<file path="src/rtl/fwd_pkg.sv">
// Shared definitions for the operand forwarding unit.
// Assumes a two-operand execute stage with two older pending stages.
package fwd_pkg;
    // Operand source codes; bit 1 names the younger stage, bit 0 the older one.
    typedef enum logic [1:0] {
        SRC_REGFILE = 2'b00,
        SRC_WBACK   = 2'b01,
        SRC_EXRES   = 2'b10
    } fwd_src_e;

    // Number of ALU operands fed by the unit.
    localparam int unsigned NUM_OPND = 2;
endpackage

</file>
<file path="src/rtl/fwd_match.sv">
// One hazard comparator: flags that a pending stage will write the
// register an operand reads. Assumes register id 0 is hard-wired.
module fwd_match #(
    parameter int unsigned ID_W = 5
) (
    input  logic [ID_W-1:0] src_id_i,
    input  logic [ID_W-1:0] dst_id_i,
    input  logic            wen_i,
    output logic            hit_o
);
    localparam logic [ID_W-1:0] ZERO_REG = '0;

    logic dst_live;
    logic id_equal;

    // A write only counts if it is enabled and not aimed at the zero register.
    always_comb begin
        dst_live = wen_i && (dst_id_i != ZERO_REG);
        id_equal = (dst_id_i == src_id_i);
        hit_o    = dst_live && id_equal;
    end
endmodule

</file>
<file path="src/rtl/fwd_pick.sv">
// Priority encoder for one operand: the younger stage outranks the older.
// Assumes the two hits come from comparators against the same source id.
module fwd_pick
    import fwd_pkg::*;
(
    input  logic     hit_young_i,
    input  logic     hit_old_i,
    output fwd_src_e sel_o
);
    // Choose the youngest pending producer, else the register file.
    always_comb begin
        if (hit_young_i)
            sel_o = SRC_EXRES;
        else if (hit_old_i)
            sel_o = SRC_WBACK;
        else
            sel_o = SRC_REGFILE;
    end
endmodule

</file>
<file path="src/rtl/fwd_mux.sv">
// Three-way operand multiplexer driven by a forwarding select.
// Assumes the unused select code never arrives; it maps to the register file.
module fwd_mux
    import fwd_pkg::*;
#(
    parameter int unsigned DATA_W = 32
) (
    input  fwd_src_e          sel_i,
    input  logic [DATA_W-1:0] rf_i,
    input  logic [DATA_W-1:0] exres_i,
    input  logic [DATA_W-1:0] wback_i,
    output logic [DATA_W-1:0] opnd_o
);
    // Route the chosen source onto the operand.
    always_comb begin
        case (sel_i)
            SRC_EXRES: opnd_o = exres_i;
            SRC_WBACK: opnd_o = wback_i;
            default:   opnd_o = rf_i;
        endcase
    end
endmodule

</file>
<file path="src/rtl/operand_forward_unit.sv">
// Operand forwarding unit for the execute stage of a five-stage pipeline.
// Compares both source ids against the destinations of the execute/memory
// and memory/writeback stages, and steers the freshest value into each
// operand. Purely combinational; it has no state and no reset.
module operand_forward_unit
    import fwd_pkg::*;
#(
    parameter int unsigned ID_W   = 5,
    parameter int unsigned DATA_W = 32
) (
    input  logic [ID_W-1:0]   rs_id_i,
    input  logic [ID_W-1:0]   rt_id_i,
    input  logic [DATA_W-1:0] rs_rf_data_i,
    input  logic [DATA_W-1:0] rt_rf_data_i,
    input  logic              exmem_wen_i,
    input  logic [ID_W-1:0]   exmem_dst_i,
    input  logic [DATA_W-1:0] exmem_res_i,
    input  logic              memwb_wen_i,
    input  logic [ID_W-1:0]   memwb_dst_i,
    input  logic [DATA_W-1:0] memwb_res_i,
    output logic [1:0]        fwd_a_sel_o,
    output logic [1:0]        fwd_b_sel_o,
    output logic [DATA_W-1:0] opnd_a_o,
    output logic [DATA_W-1:0] opnd_b_o
);
    logic [NUM_OPND-1:0][ID_W-1:0]   src_ids;
    logic [NUM_OPND-1:0][DATA_W-1:0] rf_vals;
    logic [NUM_OPND-1:0][DATA_W-1:0] opnds;
    logic [NUM_OPND-1:0][1:0]        sels;

    // Gather per-operand inputs into indexable arrays.
    always_comb begin
        src_ids[0] = rs_id_i;
        src_ids[1] = rt_id_i;
        rf_vals[0] = rs_rf_data_i;
        rf_vals[1] = rt_rf_data_i;
    end

    for (genvar g = 0; g < NUM_OPND; g++) begin : g_opnd
        logic     hit_em;
        logic     hit_mw;
        fwd_src_e sel;

        fwd_match #(.ID_W(ID_W)) u_match_em (
            .src_id_i (src_ids[g]),
            .dst_id_i (exmem_dst_i),
            .wen_i    (exmem_wen_i),
            .hit_o    (hit_em)
        );

        fwd_match #(.ID_W(ID_W)) u_match_mw (
            .src_id_i (src_ids[g]),
            .dst_id_i (memwb_dst_i),
            .wen_i    (memwb_wen_i),
            .hit_o    (hit_mw)
        );

        fwd_pick u_pick (
            .hit_young_i (hit_em),
            .hit_old_i   (hit_mw),
            .sel_o       (sel)
        );

        fwd_mux #(.DATA_W(DATA_W)) u_mux (
            .sel_i   (sel),
            .rf_i    (rf_vals[g]),
            .exres_i (exmem_res_i),
            .wback_i (memwb_res_i),
            .opnd_o  (opnds[g])
        );

        assign sels[g] = sel;
    end

    // Present the per-operand results on the named ports.
    always_comb begin
        fwd_a_sel_o = sels[0];
        fwd_b_sel_o = sels[1];
        opnd_a_o    = opnds[0];
        opnd_b_o    = opnds[1];
    end
endmodule

</file>
<file path="config.mk">
export PLATFORM = sky130hd
export DESIGN_NAME = operand_forward_unit
export DESIGN_NICKNAME = d
export VERILOG_FILES = /design/src/rtl/fwd_pkg.sv /design/src/rtl/fwd_match.sv /design/src/rtl/fwd_pick.sv /design/src/rtl/fwd_mux.sv /design/src/rtl/operand_forward_unit.sv
export SDC_FILE = /design/constraint.sdc
export NUM_CORES = 1
export LEC_CHECK = 0
export ABC_AREA = 1
export BUFFER_PORTS_ARGS = -buffer_cell sky130_fd_sc_hd__buf_4
export CORE_AREA = 2 2 85 87
export DETAILED_ROUTE_END_ITERATION = 12
export DIE_AREA = 0 0 87 89
export GPL_ROUTABILITY_DRIVEN = 0
export PLACE_DENSITY_LB_ADDON = 0.12
export SYNTH_ARGS = -nofsm -noshare
export SYNTH_HDL_FRONTEND = slang
export SYNTH_SLANG_ARGS = --single-unit
</file>
<file path="constraint.sdc">
create_clock -name vclk -period 1.83
set_clock_uncertainty 0.1 [all_clocks]
set_input_delay 0.366 -clock vclk [all_inputs]
set_output_delay 0.366 -clock vclk [all_outputs]
set_load 0.02 [all_outputs]
</file>
==> results.json, run 1 <==
{
  "status": "complete, but fails checks",
  "violations": "setup timing",
  "avgSynthCellArea_um2": 5.09,
  "synth_top_area_cell": "nand3_1",
  "drc": 0,
  "nClkBuffers": 0,
  "worst_pin_slew_ns": 0.250,
  "drv_cap": 0,
  "p_sw_w": 0.000617,
  "dieArea_um2": 7740,
  "io_pins": 218,
  "required_ns": 1.36,
  "ctsHoldBuffers": 0,
  "drt_first_pass_iters": 5,
  "cp-start-kind": "input port",
  "synth_cell_types": 17,
  "start_util_pct": 29.6,
  "p_seq_share_pct": 0,
  "power_frac_comb_pct": 100.0,
  "wl_per_cell_um": 22.8,
  "min_to": "opnd_b_o[1]",
  "arrival_ns": 1.70,
  "seq_area_frac_synth_pct": 0,
  "die_h_um": 89,
  "die_x_um": 87,
  "intPower_w": 0.000667,
  "period_needed_ns": 2.17,
  "syn-cell-area_um2": 1990,
  "pre_cts_ws_ns": -0.288,
  "worst_slack_ns": -0.337,
  "holdWs_ns": 0.939,
  "power_density_nw_per_um2": 214,
  "numPortBuffers": 218,
  "crit_fanout": 10,
  "leakagePower_nw": 2.97,
  "drive_above_1_share_pct": 77.8,
  "ant_nets": 0,
  "grt_pass1_vias": 3826,
  "rows": 30,
  "avgViaCountPerCell": 6.06,
  "min_period_over_period_pct": 118,
  "synthCells": 390,
  "end_kind": "primary output",
  "worstHoldPathType": "input port to primary output",
  "grt_pass1_wl_um": 18700,
  "final_cell_mix": "buf_4 (143), nand3_2 (117), buf_6 (80)",
  "peakVddDrop_uv": 151,
  "yosys_warnings": 0,
  "finalPower_w": 0.00128,
  "fin_cells": 710,
  "grt_antenna_before_repair": 0,
  "nets": 782,
  "drt_iter0_markers": 381,
  "fmax_mhz": 462,
  "dpl.hpwl_um": 8040,
  "synth_area_leaders": "nand3_1 (49%), nand2_1 (20%), buf_6 (5.7%)",
  "antenna_cells": 0,
  "critical_path_class": "input port to primary output",
  "grt_usage_pct": 29.7,
  "vias": 4302,
  "layout.cells.most_common": "buf_4",
  "power_switching_share_pct": 48.0,
  "regArea_um2": 0,
  "finalHoldViolations": 0,
  "tns_ns": -18.38,
  "wirelength_um": 16200,
  "hold_depth": 4,
  "rsz0062_at_grt": "yes",
  "design.seq.count": 0,
  "design.core.area_um2": 6720,
  "setup_viol": 68,
  "slew_headroom_pct": 83.4,
  "placed_cells": 677,
  "final_max_slew_viol_count": 0,
  "gr-total-overflow": 0,
  "worstHoldStart": "exmem_res_i[1]",
  "clockPowerShare_pct": 0,
  "area_delta_synth_final_pct": 202,
  "grt_max_degree": 47,
  "syn-num-nets": 540,
  "synth_top_area_share_pct": 48.9
}
## cell usage after synthesis
library cell	number
buf_4	11
buf_2	14
nand3_2	4
nor2_1	12
inv_1	11
xnor2_1	6
xor2_1	6
inv_2	6
nand2_1	105
nor2b_1	1
nand3_1	194
buf_6	10
nand3_4	2
and2b_1	1
nand2_2	1
nor2_2	4
nor2_4	2
## cells by family after synthesis
group / after synthesis / synth area share, %
simple gates: 326 / 78.1
buf+inv: 52 / 16.6
xor+xnor: 12 / 5.29
## how the worst max path moves through the flow
stage | start | endpoint | slack [ns] | cells after the start
floorplan | memwb_dst_i[0] | opnd_a_o[10] | 0.009 | 9
global placement | rs_id_i[1] | opnd_a_o[19] | -0.29 | 12
detailed placement | exmem_dst_i[1] | opnd_a_o[19] | -0.29 | 12
CTS | rs_id_i[0] | opnd_a_o[1] | -0.28 | 11
global route | exmem_dst_i[3] | opnd_a_o[22] | -0.42 | 13
finish | memwb_dst_i[2] | opnd_b_o[16] | -0.34 | 11
## power by group through the flow
stage                     sequential [W]  combinational, W  clock (W)
after floorplan                        0          0.000407          0
final                                  0           0.00128          0
after global placement                 0          0.000909          0
after global routing                   0           0.00135          0
after detailed placement               0          0.000917          0
after CTS                              0           0.00110          0
## repair_timing
action / in CTS / in global routing
endpoints found under the hold margin: 0 / 0
setup endpoints to repair: 68 / 68
resized for setup: 160 / 172
gates cloned: 11 / 9
setup buffers: 16 / 5
pin swaps: 24 / 55
## worst max-delay path, cell delays in order
cell and delay (ns):
buf_4 0.09, inv_1 0.07, nand2_1 0.10, nand2_2 0.07
nor2_2 0.12, nand3_2 0.10, nor2_4 0.22, buf_8 0.21
nand3_2 0.11, nand3_2 0.11, buf_6 0.12
## stage by stage
stage / utilization, % / instance area (µm²)
global placement: 59.5 / 4000
detailed placement: 59.5 / 4000
global route: 89.2 / 5990
finish: 89.2 / 5990
CTS: 75.4 / 5070
floorplan: - / 2180
## cell type report
class / instances / area, µm²
Tap cell: 80 / 100
Inverter: 17 / 88.8
Fill cell: 304 / 724
Timing Repair Buffer: 275 / 3060
Multi-Input combinational cell: 338 / 2750
## per-layer routing
layer,part of all wire [%],up-vias,wire (µm),track usage (%)
met3,11,118,1730,3.69
li1,-,1816,-,-
met4,7.0,0,1140,8.38
met5,0,-,0,0
met2,50,366,8060,57.9
met1,32,2002,5240,33.5
Power figures use the tool's default switching activity.
==> run 2, diff against run 1 <==
ABC_AREA = default   (was 1)
CORE_AREA = 2 2 84 86   (was 2 2 85 87)
DIE_AREA = 0 0 86 88   (was 0 0 87 89)
MAX_ROUTING_LAYER = met4   (was default)
==> results.json, run 2 <==
{
  "die_h_um": 88,
  "numPortBuffers": 218,
  "nFillCells": 379,
  "final_cell_mix": "buf_4 (263), a31oi_2 (54), nor3_1 (45)",
  "synth_cell_types": 26,
  "crit_fanout": 19,
  "grt_pass1_wl_um": 21300,
  "synthCells": 393,
  "finalHoldViolations": 0,
  "nets": 780,
  "wirelength_um": 15000,
  "status": "complete, but fails checks",
  "period_needed_ns": 2.47,
  "grt_usage_pct": 35.4,
  "leakagePower_nw": 2.27,
  "power_switching_share_pct": 52.5,
  "intPower_w": 0.000775,
  "avgViaCountPerCell": 6.50,
  "setup_viol": 68,
  "p_seq_share_pct": 0,
  "slew_headroom_pct": 72.7,
  "worst_slack_ns": -0.640,
  "fmax_mhz": 405,
  "grt_max_degree": 52,
  "cp-start-kind": "input port",
  "worstHoldPathType": "input port to primary output",
  "cpMaxStageDelayCell": "or4_4",
  "vias": 4604,
  "rsz0062_at_grt": "yes",
  "start_util_pct": 35.5,
  "arrival_ns": 2.00,
  "seq_area_frac_synth_pct": 0,
  "drt_iter0_markers": 306,
  "crit_family": "simple AND/OR/NAND/NOR gates",
  "drv_cap": 0,
  "power_density_nw_per_um2": 290,
  "area_delta_synth_final_pct": 139,
  "regArea_um2": 0,
  "multiInputGateArea_um2": 2820,
  "crit_path_max_incr_delay_ns": 0.57,
  "crit_chain": "buf_8 -> or4_4 -> o211ai_4 -> buf_6 -> nor3_1 -> a31oi_2 -> buf_4",
  "avgSynthCellArea_um2": 6.00,
  "ant_nets": 0,
  "io_pins": 218,
  "required_ns": 1.36,
  "syn-cell-area_um2": 2360,
  "synth_area_leaders": "o31ai_1 (20%), a31oi_1 (17%), nor3_1 (14%)",
  "grt_pass1_vias": 4476,
  "antenna_cells": 0,
  "end_kind": "primary output",
  "drive_above_1_share_pct": 68.9,
  "die_x_um": 86,
  "violations": "setup timing",
  "grt_antenna_before_repair": 0,
  "peakVddDrop_uv": 254,
  "layout.cells.most_common": "buf_4",
  "synth_top_area_cell": "o31ai_1",
  "critPathBufInv": 3,
  "drc": 0,
  "final_max_slew_viol_count": 0,
  "syn-num-nets": 543,
  "clockPowerShare_pct": 0,
  "yosys-top-cells-count": "nor3_1 (64), a31oi_1 (63), o31ai_1 (63), clkbuf_1 (39), nand4_1 (34)",
  "ctsHoldBuffers": 0,
  "min_period_over_period_pct": 135,
  "dpl.hpwl_um": 10200,
  "finalPower_w": 0.00163,
  "synth_top_area_share_pct": 20.1,
  "power_frac_comb_pct": 100.0,
  "rows": 30,
  "drt_first_pass_iters": 8,
  "critical_path_class": "input port to primary output",
  "synth_most_common_cell": "nor3_1",
  "nClkBuffers": 0,
  "p_sw_w": 0.000857,
  "dieArea_um2": 7570,
  "holdWs_ns": 1.03,
  "wl_per_cell_um": 21.2,
  "design.core.area_um2": 6640,
  "worst_pin_slew_ns": 0.410,
  "gr-total-overflow": 0,
  "yosys_warnings": 0,
  "design.seq.count": 0
}
run 2: cell count changes after synthesis, moves of 10 or more:
cell | previous run | this run
buf_6 | 10 | 0
nand4_1 | 0 | 34
nor2_1 | 12 | 1
nand2_1 | 105 | 1
or4_1 | 0 | 31
clkbuf_1 | 0 | 39
inv_1 | 11 | 33
o31ai_1 | 0 | 63
nor3_1 | 0 | 64
nand3_1 | 194 | 1
a31oi_1 | 0 | 63
run 2: worst paths after layout:
check / start / to / slack [ns] / cells after the start
max: exmem_dst_i[4] / opnd_b_o[24] / -0.64 / 7
min: rt_rf_data_i[29] / opnd_b_o[29] / 1.03 / 4
run 2: worst min-delay path, delay by kind of cell:
family                 cells  cell delay, ns
AOI/OAI and AO/OA          2            0.13
buffers and inverters      2            0.27
run 2: routing by layer:
layer,wire length [µm],vias up,GRT usage [%]
met5,0,-,-
li1,-,2039,-
met2,7680,340,62.4
met3,1370,60,3.96
met1,5330,2165,40.3
met4,599,0,15.4
run 2: kinds of logic (layout without fill, tap and decap cells):
group / Yosys count / in the layout / share of synthesized area [%]
simple gates: 142 / 142 / 36.1
compound gates: 132 / 132 / 39.3
xor+xnor: 20 / 20 / 7.43
buf+inv: 99 / 334 / 17.1
run 2: power by group through the flow:
stage / clock network (W) / logic [W] / registers (W)
floorplan: 0 / 0.000650 / 0
global placement: 0 / 0.00140 / 0
detailed placement: 0 / 0.00142 / 0
CTS: 0 / 0.00151 / 0
global route: 0 / 0.00170 / 0
finish: 0 / 0.00163 / 0
run 2: cell type report:
| class | count | share of cell area [%] |
|---|---|---|
| inverter | 35 | 2.42 |
| tap | 80 | 1.78 |
| timing repair buffer | 299 | 45.7 |
| multi-input combinational | 294 | 50.1 |
run 2: through the flow:
step	setup slack, ns	util [%]	instances	TNS [ns]	area (µm²)
after floorplan	-0.448	-	393	-26.25	2840
after global placement	-0.582	76.5	705	-35.22	5080
after detailed placement	-0.641	76.5	705	-37.78	5080
after CTS	-0.572	80.6	706	-36.10	5350
after global routing	-0.709	84.7	708	-43.03	5630
final	-0.640	84.7	708	-40.15	5630
run 2: repair_timing:
item / in CTS / in global routing
buffers inserted: 2 / 0
gates resized for setup: 54 / 41
cloned: 1 / 2
pin swaps: 3 / 9
endpoints found under the setup margin: 68 / 68
==> run 3, diff against run 2 <==
BUFFER_PORTS_ARGS = -buffer_cell sky130_fd_sc_hd__buf_2   (was -buffer_cell sky130_fd_sc_hd__buf_4)
SETUP_SLACK_MARGIN = 0.2   (was default)
==> results.json, run 3 (synthesis results as in run 2) <==
{
  "status": "complete, but fails checks",
  "violations": "setup timing",
  "avgViaCountPerCell": 6.55,
  "grt_max_degree": 39,
  "grt_pass1_wl_um": 20600,
  "arrival_ns": 2.07,
  "gr-usage-met3_pct": 3.20,
  "crit_chain": "buf_6 -> or4_4 -> o211ai_4 -> or2_4 -> buf_6 -> buf_12 -> a31oi_2 -> buf_2",
  "slew_headroom_pct": 63.2,
  "layout.cells.most_common": "buf_2",
  "drc": 0,
  "drv_cap": 0,
  "nFillCells": 414,
  "peakVddDrop_uv": 202,
  "use_met2_pct": 61.7,
  "period_needed_ns": 2.53,
  "crit_fanout": 7,
  "crit_path_max_incr_delay_ns": 0.58,
  "grt-busiest-layer": "met2",
  "worst_slack_ns": -0.704,
  "gr-total-overflow": 0,
  "grt_antenna_before_repair": 0,
  "design.core.area_um2": 6640,
  "design.seq.count": 0,
  "grt_usage_pct": 34.5,
  "setup_viol": 68,
  "die_h_um": 88,
  "critical_path_class": "input port to primary output",
  "rsz0062_at_grt": "yes",
  "ctsHoldBuffers": 0,
  "final_cell_mix": "buf_2 (150), buf_4 (102), nor3_1 (53)",
  "drt_first_pass_iters": 5,
  "use_met1_pct": 40.1,
  "cp-start-kind": "input port",
  "grt_pass1_vias": 4317,
  "fmax_mhz": 395,
  "leakagePower_nw": 2.26,
  "placed_area_um2": 4470,
  "area_delta_synth_final_pct": 136,
  "worst_pin_slew_ns": 0.551,
  "holdWs_ns": 1.02,
  "cpMaxStageDelayCell": "or4_4",
  "regArea_um2": 0,
  "dieArea_um2": 7570,
  "multiInputGateArea_um2": 2910,
  "crit_family": "simple AND/OR/NAND/NOR gates",
  "wl_per_cell_um": 21.7,
  "antenna_cells": 0,
  "rows": 30,
  "drt_iter0_markers": 358,
  "io_pins": 218,
  "crit_path_frequent_cell": "buf_6",
  "wirelength_um": 15600,
  "end_kind": "primary output",
  "drive_above_1_share_pct": 67.8,
  "finalHoldViolations": 0,
  "nClkBuffers": 0,
  "ant_nets": 0,
  "final_max_slew_viol_count": 0,
  "finish.instance_area_um2": 5570,
  "numPortBuffers": 218,
  "worstHoldPathType": "input port to primary output",
  "finalPower_w": 0.00160,
  "nets": 792,
  "die_x_um": 86,
  "start_util_pct": 35.5,
  "dpl.hpwl_um": 9640,
  "min_period_over_period_pct": 138,
  "critPathBufInv": 4,
  "power_density_nw_per_um2": 287,
  "vias": 4718,
  "required_ns": 1.36
}
-- run 3: per-stage QoR --
stage / util [%] / TNS [ns] / cells / setup WS (ns)
floorplan: - / -26.25 / 393 / -0.448
global placement: 67.3 / -38.09 / 706 / -0.644
detailed placement: 67.3 / -40.56 / 706 / -0.660
CTS: 75.3 / -37.62 / 715 / -0.609
global route: 83.9 / -44.34 / 720 / -0.732
finish: 83.9 / -42.15 / 720 / -0.704
-- run 3: power by group --
part	leakage, nW	switching (W)	internal, W
clock network	0	0	0
logic	2.26	0.000874	0.000727
registers	0	0	0
-- run 3: timing repair --
action / CTS / global route
gates cloned: 3 / 5
resized for setup: 109 / 88
pin swaps: 5 / 18
endpoints found under the setup margin: 68 / 68
setup buffers: 6 / 0
-- run 3: area by class of cell --
cell class,instances,share of cell area [%]
multi-input combinational,294,52.2
tap,80,1.80
timing repair buffer,311,43.6
inverter,35,2.40
-- run 3: per-layer routing --
metal	part of all wire (%)	wire length (µm)	up-vias
met4	4.1	636	0
met5	0	0	-
met2	51	7940	377
li1	-	-	2066
met1	36	5540	2205
met3	9.5	1480	70
-- run 3: worst paths after layout --
kind	end	slack (ns)	startpoint	cells after the start
worst max-delay path	opnd_a_o[15]	-0.70	exmem_dst_i[0]	8
worst min-delay path	opnd_b_o[30]	1.02	rt_rf_data_i[30]	4
